`src/rtl/mbist_pkg.sv`:
```
package mbist_pkg;

  typedef enum logic [2:0] {
    CS_IDLE,
    CS_WRITE,
    CS_READ,
    CS_SEND,
    CS_WAIT
  } ctl_state_e;

  typedef enum logic [1:0] {
    RS_IDLE,
    RS_RUN,
    RS_HOLD
  } rx_state_e;

  localparam int unsigned SB_PASS = 0;
  localparam int unsigned SB_PERR = 1;
  localparam int unsigned SB_FERR = 2;
  localparam int unsigned SB_FAIL = 3;
  localparam int unsigned SB_MEMF = 4;
  localparam int unsigned SB_DONE = 6;
  localparam int unsigned SB_BUSY = 7;

  // next state of a left-shifting generator with the given tap mask
  function automatic logic [7:0] lfsr_step8(input logic [7:0] s, input logic [7:0] taps);
    return {s[6:0], ^(s & taps)};
  endfunction

endpackage

```
`src/rtl/mbist_mem.sv`:
```
module mbist_mem #(
  parameter int unsigned DATA_W   = 8,
  parameter int unsigned ADDR_W   = 4,
  parameter bit          FLT_EN   = 1'b0,
  parameter int unsigned FLT_ADDR = 0,
  parameter int unsigned FLT_BIT  = 0,
  parameter bit          FLT_VAL  = 1'b0
) (
  input  logic              clk,
  input  logic              rst_n,
  input  logic              we,
  input  logic [ADDR_W-1:0] addr,
  input  logic [DATA_W-1:0] wdata,
  output logic [DATA_W-1:0] rdata
);
  localparam int unsigned DEPTH = 1 << ADDR_W;

  logic [DATA_W-1:0] cells [DEPTH];
  logic [DATA_W-1:0] raw_word;
  logic [DATA_W-1:0] seen_word;

  always_ff @(posedge clk) begin
    if (we) cells[addr] <= wdata;
  end

  assign raw_word = cells[addr];

  generate
    if (FLT_EN) begin : g_fault
      always_comb begin
        seen_word = raw_word;
        if (addr == ADDR_W'(FLT_ADDR)) seen_word[FLT_BIT] = FLT_VAL;
      end
    end else begin : g_clean
      assign seen_word = raw_word;
    end
  endgenerate

  always_ff @(posedge clk or negedge rst_n) begin
    if (!rst_n) rdata <= '0;
    else        rdata <= seen_word;
  end

endmodule

```
`src/rtl/mbist_ser_tx.sv`:
```
module mbist_ser_tx #(
  parameter int unsigned DATA_W = 8,
  parameter int unsigned CPB    = 4
) (
  input  logic              clk,
  input  logic              rst_n,
  input  logic              start,
  input  logic [DATA_W-1:0] data,
  output logic              line,
  output logic              busy
);
  localparam int unsigned FRAME_W = DATA_W + 3;
  localparam int unsigned BIT_W   = $clog2(FRAME_W);
  localparam int unsigned CNT_W   = (CPB > 1) ? $clog2(CPB) : 1;

  logic [FRAME_W-2:0] pend;
  logic [BIT_W-1:0]   left;
  logic [CNT_W-1:0]   cyc;

  always_ff @(posedge clk or negedge rst_n) begin
    if (!rst_n) begin
      line <= 1'b1;
      busy <= 1'b0;
      pend <= '0;
      left <= '0;
      cyc  <= '0;
    end else if (!busy) begin
      if (start) begin
        line <= 1'b0;
        pend <= {1'b1, ^data, data};
        left <= BIT_W'(FRAME_W - 1);
        cyc  <= CNT_W'(CPB - 1);
        busy <= 1'b1;
      end
    end else if (cyc != '0) begin
      cyc <= cyc - 1'b1;
    end else if (left == '0) begin
      busy <= 1'b0;
    end else begin
      line <= pend[0];
      pend <= pend >> 1;
      left <= left - 1'b1;
      cyc  <= CNT_W'(CPB - 1);
    end
  end

endmodule

```
`src/rtl/mbist_ser_rx.sv`:
```
module mbist_ser_rx
  import mbist_pkg::*;
#(
  parameter int unsigned DATA_W = 8,
  parameter int unsigned CPB    = 4
) (
  input  logic              clk,
  input  logic              rst_n,
  input  logic              line,
  output logic              valid,
  output logic [DATA_W-1:0] data,
  output logic              perr,
  output logic              ferr
);
  localparam int unsigned FRAME_W = DATA_W + 3;
  localparam int unsigned BIT_W   = $clog2(FRAME_W);
  localparam int unsigned CNT_W   = (CPB > 1) ? $clog2(CPB) : 1;
  localparam int unsigned HALF    = (CPB / 2) - 1;
  localparam logic [BIT_W-1:0] IDX_PAR  = BIT_W'(DATA_W + 1);
  localparam logic [BIT_W-1:0] IDX_STOP = BIT_W'(DATA_W + 2);

  rx_state_e        st;
  logic [CNT_W-1:0] cyc;
  logic [BIT_W-1:0] idx;
  logic             par_q;

  always_ff @(posedge clk or negedge rst_n) begin
    if (!rst_n) begin
      st    <= RS_IDLE;
      cyc   <= '0;
      idx   <= '0;
      par_q <= 1'b0;
      data  <= '0;
      valid <= 1'b0;
      perr  <= 1'b0;
      ferr  <= 1'b0;
    end else begin
      valid <= 1'b0;
      case (st)
        RS_IDLE: begin
          if (!line) begin
            st  <= RS_RUN;
            cyc <= CNT_W'(HALF);
            idx <= '0;
          end
        end
        RS_RUN: begin
          if (cyc != '0) begin
            cyc <= cyc - 1'b1;
          end else begin
            cyc <= CNT_W'(CPB - 1);
            idx <= idx + 1'b1;
            if (idx == '0) begin
              if (line) st <= RS_IDLE;          // glitch, not a start bit
            end else if (idx == IDX_PAR) begin
              par_q <= line;
            end else if (idx == IDX_STOP) begin
              valid <= 1'b1;
              perr  <= (^data) ^ par_q;
              ferr  <= ~line;
              st    <= line ? RS_IDLE : RS_HOLD;
            end else begin
              data <= {line, data[DATA_W-1:1]};
            end
          end
        end
        default: begin
          if (line) st <= RS_IDLE;
        end
      endcase
    end
  end

endmodule

```
`src/rtl/mbist_ctrl.sv`:
```
module mbist_ctrl
  import mbist_pkg::*;
#(
  parameter int unsigned DATA_W  = 8,
  parameter int unsigned ADDR_W  = 4,
  parameter int unsigned NUM_PAT = 16,
  parameter logic [7:0]  SEED    = 8'hA5,
  parameter logic [7:0]  TAPS    = 8'hB8
) (
  input  logic              clk,
  input  logic              rst_n,
  input  logic              test_mode,
  input  logic              start,
  input  logic              tx_busy,
  input  logic [DATA_W-1:0] mem_rdata,
  input  logic              rx_valid,
  input  logic [DATA_W-1:0] rx_data,
  input  logic              rx_perr,
  input  logic              rx_ferr,
  output logic              mem_we,
  output logic [ADDR_W-1:0] mem_addr,
  output logic [DATA_W-1:0] mem_wdata,
  output logic              tx_start,
  output logic              busy,
  output logic              done,
  output logic              go,
  output logic [7:0]        status
);
  localparam logic [ADDR_W-1:0] LAST = ADDR_W'(NUM_PAT - 1);

  ctl_state_e        st;
  logic [ADDR_W-1:0] idx;
  logic [7:0]        pat;
  logic [DATA_W-1:0] held;
  logic              f_pass, f_perr, f_ferr, f_fail, f_memf;
  logic              accept, word_ok, mem_ok;

  assign accept    = (st == CS_IDLE) && start && test_mode;
  assign mem_ok    = (held == DATA_W'(pat));
  assign word_ok   = (rx_data == DATA_W'(pat)) && (rx_data == held) && !rx_perr && !rx_ferr;
  assign mem_we    = (st == CS_WRITE);
  assign mem_addr  = idx;
  assign mem_wdata = DATA_W'(pat);
  assign tx_start  = (st == CS_SEND) && !tx_busy;
  assign busy      = (st != CS_IDLE);
  assign go        = done && !f_fail;

  always_comb begin
    status          = '0;
    status[SB_PASS] = f_pass;
    status[SB_PERR] = f_perr;
    status[SB_FERR] = f_ferr;
    status[SB_FAIL] = f_fail;
    status[SB_MEMF] = f_memf;
    status[SB_DONE] = done;
    status[SB_BUSY] = busy;
  end

  always_ff @(posedge clk or negedge rst_n) begin
    if (!rst_n) begin
      st     <= CS_IDLE;
      idx    <= '0;
      pat    <= SEED;
      held   <= '0;
      done   <= 1'b0;
      f_pass <= 1'b0;
      f_perr <= 1'b0;
      f_ferr <= 1'b0;
      f_fail <= 1'b0;
      f_memf <= 1'b0;
    end else begin
      case (st)
        CS_IDLE: begin
          if (accept) begin
            st     <= CS_WRITE;
            idx    <= '0;
            pat    <= SEED;
            done   <= 1'b0;
            f_pass <= 1'b0;
            f_perr <= 1'b0;
            f_ferr <= 1'b0;
            f_fail <= 1'b0;
            f_memf <= 1'b0;
          end
        end
        CS_WRITE: st <= CS_READ;
        CS_READ:  st <= CS_SEND;
        CS_SEND: begin
          if (!tx_busy) begin
            held <= mem_rdata;
            st   <= CS_WAIT;
          end
        end
        default: begin
          if (rx_valid) begin
            f_pass <= word_ok;
            f_perr <= f_perr | rx_perr;
            f_ferr <= f_ferr | rx_ferr;
            f_fail <= f_fail | !word_ok | !mem_ok;
            f_memf <= f_memf | !mem_ok;
            if (idx == LAST) begin
              st   <= CS_IDLE;
              done <= 1'b1;
            end else begin
              idx <= idx + 1'b1;
              pat <= lfsr_step8(pat, TAPS);
              st  <= CS_WRITE;
            end
          end
        end
      endcase
    end
  end

endmodule

```
`src/rtl/mbist_frame_top.sv`:
```
module mbist_frame_top #(
  parameter int unsigned DATA_W        = 8,
  parameter int unsigned ADDR_W        = 4,
  parameter int unsigned NUM_PAT       = 16,
  parameter int unsigned CLKS_PER_BIT  = 4,
  parameter logic [7:0]  SEED          = 8'hA5,
  parameter logic [7:0]  TAPS          = 8'hB8,
  parameter bit          FLT_EN        = 1'b0,
  parameter int unsigned FLT_ADDR      = 0,
  parameter int unsigned FLT_BIT       = 0,
  parameter bit          FLT_VAL       = 1'b0
) (
  input  logic              clk,
  input  logic              rst_n,
  input  logic              test_mode,
  input  logic              start,
  input  logic              fn_we,
  input  logic [ADDR_W-1:0] fn_addr,
  input  logic [DATA_W-1:0] fn_wdata,
  output logic [DATA_W-1:0] fn_rdata,
  output logic              ser_out,
  input  logic              ser_in,
  output logic              done,
  output logic              go,
  output logic [7:0]        status
);
  logic              t_we;
  logic [ADDR_W-1:0] t_addr;
  logic [DATA_W-1:0] t_wdata;
  logic              m_we;
  logic [ADDR_W-1:0] m_addr;
  logic [DATA_W-1:0] m_wdata;
  logic [DATA_W-1:0] m_rdata;
  logic              tx_start, tx_busy, busy;
  logic              rx_valid, rx_perr, rx_ferr;
  logic [DATA_W-1:0] rx_data;

  // test mode owns the memory port
  assign m_we     = test_mode ? t_we    : fn_we;
  assign m_addr   = test_mode ? t_addr  : fn_addr;
  assign m_wdata  = test_mode ? t_wdata : fn_wdata;
  assign fn_rdata = m_rdata;

  mbist_mem #(
    .DATA_W(DATA_W), .ADDR_W(ADDR_W), .FLT_EN(FLT_EN),
    .FLT_ADDR(FLT_ADDR), .FLT_BIT(FLT_BIT), .FLT_VAL(FLT_VAL)
  ) u_mem (
    .clk(clk), .rst_n(rst_n), .we(m_we), .addr(m_addr),
    .wdata(m_wdata), .rdata(m_rdata)
  );

  mbist_ctrl #(
    .DATA_W(DATA_W), .ADDR_W(ADDR_W), .NUM_PAT(NUM_PAT),
    .SEED(SEED), .TAPS(TAPS)
  ) u_ctrl (
    .clk(clk), .rst_n(rst_n), .test_mode(test_mode), .start(start),
    .tx_busy(tx_busy), .mem_rdata(m_rdata), .rx_valid(rx_valid),
    .rx_data(rx_data), .rx_perr(rx_perr), .rx_ferr(rx_ferr),
    .mem_we(t_we), .mem_addr(t_addr), .mem_wdata(t_wdata),
    .tx_start(tx_start), .busy(busy), .done(done), .go(go), .status(status)
  );

  mbist_ser_tx #(.DATA_W(DATA_W), .CPB(CLKS_PER_BIT)) u_tx (
    .clk(clk), .rst_n(rst_n), .start(tx_start), .data(m_rdata),
    .line(ser_out), .busy(tx_busy)
  );

  mbist_ser_rx #(.DATA_W(DATA_W), .CPB(CLKS_PER_BIT)) u_rx (
    .clk(clk), .rst_n(rst_n), .line(ser_in), .valid(rx_valid),
    .data(rx_data), .perr(rx_perr), .ferr(rx_ferr)
  );

endmodule

```
`config.mk`:
```
export PLATFORM = sky130hd
export DESIGN_NAME = mbist_frame_top
export DESIGN_NICKNAME = d
export VERILOG_FILES = /design/src/rtl/mbist_pkg.sv /design/src/rtl/mbist_mem.sv /design/src/rtl/mbist_ser_tx.sv /design/src/rtl/mbist_ser_rx.sv /design/src/rtl/mbist_ctrl.sv /design/src/rtl/mbist_frame_top.sv
export SDC_FILE = /design/constraint.sdc
export NUM_CORES = 1
export LEC_CHECK = 0
export ABC_CLOCK_PERIOD_IN_PS = 2000
export BUFFER_PORTS_ARGS = -buffer_cell sky130_fd_sc_hd__buf_2
export CAP_MARGIN = 20
export CORE_UTILIZATION = 35
export CTS_BUF_LIST = sky130_fd_sc_hd__clkbuf_4
export CTS_CLUSTER_DIAMETER = 80
export DETAILED_ROUTE_END_ITERATION = 16
export PLACE_DENSITY = 0.57
export SLEW_MARGIN = 20
export SYNTH_ARGS = -nofsm -noshare
export SYNTH_HDL_FRONTEND = slang
export SYNTH_SLANG_ARGS = --single-unit
```
`constraint.sdc`:
```
create_clock -name clk -period 2 [get_ports clk]
set_input_delay 0.1 -clock clk [delete_from_list [all_inputs] [get_ports clk]]
set_output_delay 0.1 -clock clk [all_outputs]
set_load 0.01 [all_outputs]
```
==> results of run 1 <==
-- registers in the layout, indices dropped and copies added (netlist names), 2 cells and up --
register	count
u_rx.idx	4
u_rx.data	8
u_mem.cells	128
u_rx.st	2
u_rx.cyc	2
u_mem.rdata	8
u_tx.pend	10
u_ctrl.mem_wdata	8
u_tx.left	4
u_ctrl.mem_addr	4
u_ctrl.st	3
u_tx.cyc	2
u_ctrl.held	8
-- routing by layer --
layer  part of all wire [%]  vias to the layer above  wire length, µm  global-route usage, %
met3                    4.9                       53             1040                   3.09
met1                     44                     2846             9230                   22.6
met5                      0                        -                0                      0
li1                       -                     2664                -                      -
met4                    2.4                        0              516                   5.76
met2                     49                      153            10400                   28.7
-- through the flow --
step                util [%]  hold WS, ns
floorplan                  -       -0.196
global placement        39.7        0.103
detailed placement      39.7        0.106
CTS                     43.0       0.0128
global route            43.1       0.0408
finish                  43.1       0.0560
-- timing repair --
item | in CTS | in global routing
setup endpoints to repair | 9 | 9
cloned | 0 | 0
hold buffers | 6 | 0
resized for setup | 19 | 6
pin swaps | 3 | 4
buffers inserted | 0 | 1
hold endpoints to repair | 87 | 0
-- cells in the final DEF (no fill, tap or decap), drive strengths merged, types with 10 or more instances in the layout --
| master | n |
|---|---|
| a21oi | 40 |
| a22o | 10 |
| a22oi | 32 |
| buf | 93 |
| clkbuf | 82 |
| clkinv | 19 |
| dfrtp | 70 |
| edfxtp | 128 |
| inv | 21 |
| mux2 | 20 |
| mux2i | 13 |
| mux4 | 16 |
| nand2 | 52 |
| nand3 | 15 |
| nor2 | 50 |
| o21ai | 19 |
| or3 | 12 |
| xnor2 | 17 |
| xor2 | 15 |
-- worst max path at each step --
stage	start	endpoint	slack, ns	cells after the start
5_1_grt	u_ctrl.mem_addr[0]$_DFFE_PN0P_	u_mem.rdata[1]$_DFF_PN0_	-0.07	5
3_3_place_gp	u_ctrl.mem_addr[0]$_DFFE_PN0P_	u_mem.rdata[2]$_DFF_PN0_	-0.04	5
2_1_floorplan	u_ctrl.mem_addr[0]$_DFFE_PN0P_	u_mem.rdata[5]$_DFF_PN0_	-0.09	6
4_1_cts	u_ctrl.mem_addr[0]$_DFFE_PN0P_	u_mem.rdata[2]$_DFF_PN0_	-0.02	5
3_5_place_dp	u_ctrl.mem_addr[0]$_DFFE_PN0P_	u_mem.rdata[2]$_DFF_PN0_	-0.06	5
6_report	u_ctrl.mem_addr[0]$_DFFE_PN0P_	u_mem.rdata[3]$_DFF_PN0_	-0.03	5
-- power breakdown --
group	switching, mW	internal (mW)	leakage, nW
clock network	1.72	1.88	0.419
registers	0.818	5.40	2.05
logic	2.14	1.93	1.68
total	4.67	9.21	4.15
-- cells by family (layout without fill, tap and decap cells) --
kind of cell               count (synthesis)  after routing
muxes                                     49             49
adders and majority gates                  9              9
DFF                                      203            203
AOI/OAI and AO/OA                        123            123
other                                      1              1
and+or+nand+nor                          171            171
buffers and inverters                     53            221
xor gates and xnor gates                  32             32
-- worst max-delay path, delay by kind of cell (launching register included) --
kind	cells	cell delay, ns
AND/OR/NAND/NOR	1	0.31
flip-flops	1	0.43
buffers and inverters	1	0.19
AO/OA/AOI/OAI	1	0.20
multiplexers	2	0.79
-- layout make-up --
| class | count | area [µm²] |
|---|---|---|
| Tap cell | 324 | 405 |
| Sequential cell | 203 | 5730 |
| Fill cell | 2279 | 13900 |
| Clock buffer | 82 | 616 |
| Timing Repair Buffer | 98 | 778 |
| Multi-Input combinational cell | 385 | 2820 |
| Inverter | 21 | 80.1 |
| Clock inverter | 20 | 87.6 |
==> run metrics, run 1 <==
top cell type's share of synthesized area=44.0%; number of global-route vias before repair=5883; Setup CP Type=reg -> reg; Area contributors post-synth=edfxtp_1 (44%), dfrtp_1 (20%), a22oi_1 (2.7%), mux2_2 (2.6%), mux4_2 (2.6%); Total GRT Usage=17.2%; Core Area=24400 µm²; total CTS buffers=54; Post-synth EDFFs=128; failing checks=setup timing; sequential share of the synthesized area=65.5%; worst-path fanout max=4; worst vdd ir=0.575 mV; Antenna diodes=0; CTS sink count=203; WL per Instance=18.7 µm; Arr. time, crit path=2.57 ns; row count=57; Synth Net Count=667; Max Slew Vio Count=0; Final Hold Vio Count=0; FFs w/ async S/R, synth=36.9%; drt first pass iters=5; cell area after synthesis=8740 µm²; dpl hpwl=14400 µm; RePlAce Congestion=0.829; Post-DP Area=9680 µm²; CTS Root Cell=clkbuf_4; crit path launch type=flip-flop; XOR/XNOR Fraction of Synth Area=3.21%; buffer depth of the longest clock path=3; initial antenna violation count=0; Synth Area in Compound Gates=9.23%; flop-to-flop setup slack=-0.03 ns; Synth Flop Type=edfxtp_1; most common cell in the netlist=edfxtp_1; yosys warns=0; Layout Cells excl Fill=1133; min Tclk post-route=2.03 ns; setup TNS=-0.0507 ns; max cap viols=0; Leak=4.15 nW; GRT Residual Overflow=0; DRC viols=0; # placed instances=1024; pwr/cell area=1320 nW/µm²; Hold Path Sink=u_mem.cells[10][1]$_DFFE_PP_; Area Growth Syn to Fin=20.2%; DIE AREA=25600 µm²; Post-Synth Adder-Cell Area=1.26%; Simple-Gate Fraction of Synth Area=9.23%; critical path cell sequence=mux2i_4 > buf_4 > mux4_2 > a22o_1 > or3_1; Final WS setup=-0.0256 ns; drt initial violations=281; Distinct cells, synth=54; R2R cell count=5; share of layout cells above drive strength 1=31.4%; Finished Cell Area=10500 µm²; origin of the critical flop-to-flop path=u_ctrl.mem_addr[0]$_DFFE_PN0P_; Mapped Cells=641; chip height=160 µm; HP Start=fn_wdata[1]; Worst EP required=2.54 ns; Rel. slew slack=58.6%; Die X=160 µm; Hold Path Stages=2; total power draw=13.9 mW; routed vias=5716; RR Endpoint=u_mem.rdata[3]$_DFF_PN0_; largest net degree at the start of global routing=32; Worst Skew=0.0544 ns; Worst-path clk slew=0.07 ns; RSZ-0062 raised after global routing=true; Post-synth top cells=edfxtp_1 (128), dfrtp_1 (70), nand2_1 (52); CP Capture Type=flip-flop; post-synthesis mux area share=8.59%; CTS H-tree lvls=2; #FFs+latches synth=203; Tightest Hold Check Type=in -> reg; period utilization=101%; status=finished, violations left; Setup WS pre-CTS=-0.0595 ns; combinational family with the most area after synthesis=compound AO/OA/AOI/OAI gates; Fmax=494 MHz; vias per cell=5.05; syn avg cell area=13.6 µm²; Setup Viol. Count Final=4; Ports=37; clock latency on the worst-skew pair=0.68 ns; Final ANT Viol Nets=0; CTS tree=done; largest stage delay on the critical path=0.54 ns; port bufs=35; global-route wire length before repair=33800 µm; leading area contributor after synthesis=edfxtp_1; Final Routed Wirelength=21200 µm; Final Net Count=789; Worst-Margin Slew=0.618 ns; Initial Utilization=35.8%; slowest CP cell=mux4_2
Power figures use the tool's default switching activity.
==> inputs of run 2 (changes only) <==
--- a/config.mk
+++ b/config.mk
@@ -13,6 +13,7 @@
 export CTS_CLUSTER_DIAMETER = 80
 export DETAILED_ROUTE_END_ITERATION = 16
 export PLACE_DENSITY = 0.57
+export REMOVE_ABC_BUFFERS = 1
 export SLEW_MARGIN = 20
 export SYNTH_ARGS = -nofsm -noshare
 export SYNTH_HDL_FRONTEND = slang
==> run 2 against run 1 <==
Effect of this change: the flow still finishes with violations (setup timing); final area down 0.99%; clock skew down 0.018 ns; utilization down 0.43 points; highest routed layer unchanged; non-clock buffer count down 7; sequential power about the same; wire length down 0.77%; via count up 0.44%; global-route usage down 0.23 points; flip-flop and latch count unchanged.
==> run metrics, run 2 (synthesized netlist as in run 1, its figures left out) <==
status=finished, violations left; failing checks=setup timing; register with the most flip-flops=u_mem.cells; row count=57; port bufs=35; Final Hold Vio Count=0; most common cell after layout, fill and taps aside=edfxtp_1; Die X=160 µm; RePlAce Congestion=0.840; Setup Viol. Count Final=5; routed vias=5741; Post-DP Area=9570 µm²; Area Growth Syn to Fin=19.0%; Core Area=24400 µm²; min Tclk post-route=2.02 ns; max cap viols=0; CTS Root Cell=clkbuf_4; clock latency on the worst-skew pair=0.65 ns; Final Routed Wirelength=21000 µm; worst vdd ir=0.668 mV; period utilization=101%; Worst-path clk slew=0.07 ns; chip height=160 µm; CP Capture Type=flip-flop; GRT Residual Overflow=0; Arr. time, crit path=2.52 ns; Leak=4.13 nW; Final WS setup=-0.0198 ns; CTS H-tree lvls=2; WL per Instance=18.8 µm; most frequent cells in the layout=edfxtp_1 (128), clkbuf_4 (82), dfrtp_1 (70); top cell family by delay on the critical path=multiplexers; slowest CP cell=mux4_2; number of global-route vias before repair=5837; drt initial violations=407; Max Slew Vio Count=0; Ports=37; largest stage delay on the critical path=0.48 ns; Total GRT Usage=17.0%; share of layout cells above drive strength 1=29.5%; FF+latch area=5730 µm²; critical path cell sequence=mux2i_4 > buf_12 > buf_4 > mux4_2 > a22o_1 > or3_1; max reg flops=128; total CTS buffers=52; Initial Utilization=35.8%; worst-path fanout max=13; total power draw=13.8 mW; Layout Cells excl Fill=1117; Worst Skew=0.0363 ns; pwr/cell area=1330 nW/µm²; Fmax=495 MHz; dpl hpwl=14100 µm; crit path launch type=flip-flop; RSZ-0062 raised after global routing=true; Rel. slew slack=64.9%; Final ANT Viol Nets=0; largest net degree at the start of global routing=32; Worst-Margin Slew=0.523 ns; DRC viols=0; buffer depth of the longest clock path=3; initial antenna violation count=1; multi-input logic area=2830 µm²; Worst EP required=2.50 ns; CTS sink count=203; CTS tree=done; Setup CP Type=reg -> reg; fillers=2287; largest registers=u_mem.cells x128, u_tx.pend x10; # placed instances=1018; worst path bufs/invs=2; Finished Cell Area=10400 µm²; Final Net Count=780; vias per cell=5.14; Final Core Density=42.7%; global-route wire length before repair=33100 µm; Tightest Hold Check Type=in -> reg; drt first pass iters=5; DIE AREA=25600 µm²
run 2: cell types whose count changed in the layout (fill, tap and decap cells not counted), sizes merged:
cell         delta
diode           +1
bufinv          +1
inv             -1
dlygate4sd3     -1
clkinvlp        -1
buf             -6
clkinv          -9
run 2: power by group:
part	total, mW	switching [mW]	internal, mW
Clock	3.59	1.61	1.98
Sequential	6.21	0.812	5.40
Combinational	4.00	2.11	1.89
Total	13.8	4.54	9.26
run 2: final timing paths:
path | start | endpoint | slack [ns] | cells after the start
hold / removal | fn_wdata[3] | u_mem.cells[13][3]$_DFFE_PP_ | 0.04 | 2
setup reg to reg | u_ctrl.mem_addr[0]$_DFFE_PN0P_ | u_mem.rdata[1]$_DFF_PN0_ | -0.02 | 6
hold reg to reg | u_tx.pend[9]$_DFFE_PN0P_ | u_tx.pend[9]$_DFFE_PN0P_ | 0.49 | 2
setup / recovery | u_ctrl.mem_addr[0]$_DFFE_PN0P_ | u_mem.rdata[1]$_DFF_PN0_ | -0.02 | 6
max in group asynchronous | rst_n | u_tx.line$_DFFE_PN1P_ | 1.13 | 4
min in group asynchronous | rst_n | u_ctrl.mem_wdata[7]$_DFFE_PN1P_ | 0.57 | 3
run 2: what timing repair did:
| item | 4_1_cts | 5_1_grt |
|---|---|---|
| buffers inserted | 0 | 1 |
| hold endpoints to repair | 83 | 0 |
| setup endpoints to repair | 9 | 10 |
| pin swaps | 1 | 1 |
| resized for setup | 10 | 9 |
| hold buffers | 5 | 0 |
run 2: area by class of cell:
class | count | share of cell area (%)
sequential | 203 | 55.0
inverter | 21 | 0.770
clock buffer | 82 | 5.92
multi-input combinational | 385 | 27.2
tap | 324 | 3.90
timing repair buffer | 91 | 6.48
antenna | 1 | 0.0240
clock inverter | 10 | 0.637
run 2: layer usage:
| layer | GRT usage [%] | vias to the layer above | share of wire [%] |
|---|---|---|---|
| li1 | - | 2635 | - |
| met1 | 22.3 | 2923 | 44 |
| met2 | 28.0 | 156 | 49 |
| met3 | 3.35 | 27 | 5.1 |
| met4 | 5.71 | 0 | 1.4 |
| met5 | 0 | - | 0 |
run 2: per-stage QoR:
stage	hold WS, ns	setup TNS [ns]	setup slack [ns]
2_1_floorplan	-0.196	-2.73	-0.306
3_3_place_gp	0.0886	-0.206	-0.0626
3_5_place_dp	0.104	-0.586	-0.0963
4_1_cts	0.00208	-0.134	-0.0303
5_1_grt	0.0425	-0.665	-0.106
6_report	0.0445	-0.0644	-0.0198
